**config.mk**
```make
export PLATFORM = sky130hd
export DESIGN_NAME = strap_clkgen
export DESIGN_NICKNAME = d
export VERILOG_FILES = /design/src/rtl/strap_clkgen.sv
export SDC_FILE = /design/constraint.sdc
export NUM_CORES = 1
export LEC_CHECK = 0
export BUFFER_PORTS_ARGS = -buffer_cell sky130_fd_sc_hd__buf_4
export CAP_MARGIN = 5
export CORE_MARGIN = 1
export CORE_UTILIZATION = 51
export DETAILED_ROUTE_END_ITERATION = 10
export GPL_TIMING_DRIVEN = 1
export PLACE_DENSITY = 0.76
export SETUP_SLACK_MARGIN = 0.4
export SLEW_MARGIN = 20
export SYNTH_ARGS = -nofsm -noshare
export SYNTH_HDL_FRONTEND = slang
export SYNTH_SLANG_ARGS = --single-unit
```
**constraint.sdc**
```tcl
create_clock -name clk -period 1.6 [get_ports clk]
set_input_delay 0.32 -clock clk [delete_from_list [all_inputs] [get_ports clk]]
set_output_delay 0.32 -clock clk [all_outputs]
set_load 0.05 [all_outputs]
```
**src/rtl/strap_clkgen.sv**
```systemverilog
module strap_clkgen #(
  parameter int PRESCALE = 1024
) (
  input  logic       clk,
  input  logic       rst_n,
  input  logic [2:0] strap,
  input  logic       slow_in,
  output logic       sys_en,
  output logic       rtc_en,
  output logic [4:0] status
);
  localparam int CW = $clog2(PRESCALE);

  logic [2:0]    mode_q;
  logic          half_q;
  logic [CW-1:0] cnt_q;
  logic [2:0]    sync_q;
  logic          sys_q, rtc_q;

  wire tick      = ~mode_q[1] | half_q;
  wire wrap      = (cnt_q == CW'(PRESCALE - 1));
  wire slow_edge = sync_q[1] & ~sync_q[2];
  wire [1:0] src = mode_q[2] ? (mode_q[1] ? 2'd2 : 2'd1) : 2'd0;

  always_ff @(posedge clk) begin
    if (!rst_n) begin
      mode_q <= strap;
      half_q <= 1'b0;
      cnt_q  <= '0;
      sync_q <= '0;
      sys_q  <= 1'b0;
      rtc_q  <= 1'b0;
    end else begin
      half_q <= ~half_q;
      sys_q  <= tick;
      sync_q <= {sync_q[1:0], slow_in};
      if (mode_q[2] && tick)
        cnt_q <= wrap ? '0 : cnt_q + 1'b1;
      rtc_q  <= mode_q[2] ? (tick & wrap) : slow_edge;
    end
  end

  assign sys_en = sys_q;
  assign rtc_en = rtc_q;
  assign status = {src, mode_q};

  a_r1_mode_frozen: assert property (@(posedge clk) disable iff (!rst_n)
    $past(rst_n) |-> $stable(mode_q));
  a_r2_sys_full: assert property (@(posedge clk) disable iff (!rst_n)
    ($past(rst_n) && !mode_q[1]) |-> sys_en);
  a_r3_sys_alternate: assert property (@(posedge clk) disable iff (!rst_n)
    (mode_q[1] && sys_en) |=> !sys_en);
  a_r8_quiet_in_reset: assert property (@(posedge clk)
    !rst_n |=> (!sys_en && !rtc_en));
  a_r8_rtc_single: assert property (@(posedge clk) disable iff (!rst_n)
    rtc_en |=> !rtc_en);
endmodule

```
==> results by group <==
Synth
  – Mapped Nets: 84
  – Compound-gate portion of the synthesized area: 0.0678
  – Largest family of logic cells by synthesized area: simple AND/OR/NAND/NOR gates
  – Cells after Synth: 77
  – Sequential area share after synthesis: 0.542
  – Post-Synth Simple-Gate Area: 0.278
  – Synth warnings: 0
  – Mux contribution to synthesized area: 0
  – Mean post-synth cell area: just under 10 sq um
  – Yosys cell types: 25
  – Cell Area, Synth: approximately 760 sq um
  – Seq cells post-synth: 19
  – Xor/xnor cell area share of the yosys netlist: 0.0810
  – Adder-Cell Fraction of Synth Area: 0.0165

Clock tree
  – CTS Buffer Depth: 2
  – TritonCTS Buffers: 3
  – CTS tree: yes
  – H-tree lvl count: 1
  – Clock sinks: 19
  – Clock root buffer: clkbuf_4
  – # hold bufs at CTS: 0
  – Reg clk slew, reported paths: 110 ps
  – Clock Latency Late Sink: around 300 ps

Placement
  – Number of I/O port buffers: 12
  – RD Place Congestion: roughly 0.7
  – DP HPWL: slightly above 1000 microns
  – DP Area: 890 sq um

Power
  – Lkg Pwr: roughly 0.44 nW
  – Final Total Pwr: ~0.95 mW
  – Worst VDD drop: between 0.8 and 0.9 mV
  – Power Density: 800 mW/mm^2

Floorplanning
  – Ports: 13
  – Die area: ~0.0016 sq mm
  – Core area: 0.00133 sq mm
  – Die Wd: between 40 and 50 microns
  – Chip height: 40.5 microns
  – Row count: 13
  – Starting density of the core: 0.568

Drt
  – Routed WL: about 2000 microns
  – WL/cell: 16.7 microns
  – Vias after detailed routing: ~670
  – TritonRoute pass-1 iters: 4
  – # DRC: 0
  – DRT antenna net count: 0
  – Initial drt markers: 4
  – Vias per std cell: 5.56

Worst setup path
  – Crit path max-delay cell type: or4_4
  – WP buf/inv: 0
  – CP Class: reg -> reg
  – Critical Path AT: between 1500 and 2000 ps
  – Max incr delay on CP: around 510 ps
  – Crit path required time: between 1500 and 2000 ps
  – Cell family with most CP delay: simple AND/OR/NAND/NOR gates
  – Critical path capture point type: register
  – CP Launch Type: register
  – Critical path fanouts, max: 5
  – Crit path cell chain: nand2b_1 -> nand3_2 -> or4_4 -> a21oi_2

Hold path
  – HP Class: in -> reg

Layout
  – Fin util: 0.890
  – Share of layout cells above drive strength 1: 0.557
  – Final instance area: between 0.001 and 0.0015 sq mm
  – Final #Nets: about 110
  – Synthesis-to-layout area growth: 56.9%
  – Ant diodes: 0

Timing
  – # setup viols final: 0
  – Highest clock rate: between 600 and 700 MHz
  – Tmin final: 1510 ps
  – Skew final: about 0.75 ps
  – Fin crit share: 0.946
  – RSZ-0062 raised after global routing: true
  – Worst Tran Pin Value: 364 ps
  – Final Max Slew Viols: 0
  – Relative slew margins: 0.756
  – Hold Vio Cnt, Final: 0

Global route
  – Vias in the first global route: between 600 and 700
  – Largest net degree at the start of global routing: 11
  – Met3 GRT Util: 0.0556
  – GR Layer Usage met1: 0.266
  – GR peak layer: met2
  – Gr ovfl total: 0
  – Antenna violations before repair: 0
  – Global-route wire length before repair: 2680 microns
  – GRT Overall Usage: 0.262
  – Met2 Use GR: 0.468

Run status
  – Outcome: complete, no violations

Job
  – Max_cap viols: 0
state kept, by name, summed over array words and instances (netlist names):
register  cells
sys_en        1
rtc_en        1
sync_q        3
half_q        1
mode_q        3
cnt_q        10
logic make-up after synthesis:
| logic type | count (synthesis) |
|---|---|
| fa+ha+maj | 1 |
| buf+inv | 3 |
| compound gates | 8 |
| flops | 19 |
| xor+xnor | 7 |
| simple gates | 39 |
metrics by stage:
step	hold WS (ps)	setup slack, ps	TNS, ps	std cells
4_1_cts	186	183	0	120
3_3_place_gp	416	153	0	106
3_5_place_dp	425	117	0	106
6_report	187	86.3	0	121
2_1_floorplan	407	-58.9	-396	77
5_1_grt	177	42.9	0	121
layout make-up:
type,count,area (sq um)
fillers,55,146
flip-flops and latches,19,420
clock buffers,4,26.3
inverters,3,15.0
well taps,15,18.8
multi-input cells,55,478
repair buffers,25,229
synthesized netlist by cell type (all sizes together):
library cell / instances / area [sq um]
dfxtp: 16 / 320
nor2: 9 / 33.8
nand2: 7 / 26.3
nand3: 5 / 30.0
nor4: 5 / 31.3
xnor2: 5 / 43.8
a21oi: 4 / 20.0
and2: 4 / 25.0
edfxtp: 3 / 90.1
inv: 2 / 7.51
nor2b: 2 / 12.5
o31ai: 2 / 15.0
or3: 2 / 13.8
xor2: 2 / 17.5
and4: 1 / 8.76
clkinv: 1 / 3.75
ha: 1 / 12.5
nand2b: 1 / 6.26
nand4: 1 / 6.26
o21a: 1 / 7.51
o31a: 1 / 8.76
or3b: 1 / 8.76
or4: 1 / 7.51
timing repair:
action / 4_1_cts / 5_1_grt
setup buffers: 10 / 1
resized for setup: 26 / 20
endpoints found under the setup margin: 14 / 17
pin swaps: 3 / 6
cell usage in the layout, fill, tap and decap left out, types with 2 or more instances in the layout:
master,synthesis,layout
xor2_1,2,2
nor4_4,0,2
edfxtp_1,3,3
nand3_2,1,2
nor4_2,0,2
dfxtp_1,16,10
buf_6,0,9
nand3_1,4,2
a21oi_2,0,3
nand2_1,7,6
clkbuf_4,0,3
and2_1,4,3
xnor2_1,5,4
nor2_2,0,3
nor2_1,9,6
buf_4,0,15
dfxtp_2,0,5
final timing paths:
check             from         to  slack (ps)  depth (start not counted)
max          mode_q[1]   cnt_q[9]          90                          4
min           strap[1]  mode_q[1]         190                          1
max reg2reg  mode_q[1]   cnt_q[9]          90                          4
min reg2reg  sync_q[0]  sync_q[1]         460                          1
routing by layer:
layer	part of all wire	vias up
li1	-	331
met1	0.41	324
met2	0.55	10
met3	0.020	8
met4	0.023	0
met5	0	-
power breakdown:
part,total (mW),internal (mW),leakage [nW],switching [mW]
Combinational,0.175,0.0754,0.258,0.0998
Sequential,0.526,0.506,0.163,0.0203
Clock,0.249,0.0973,0.0150,0.152
Power figures use the tool's default switching activity.
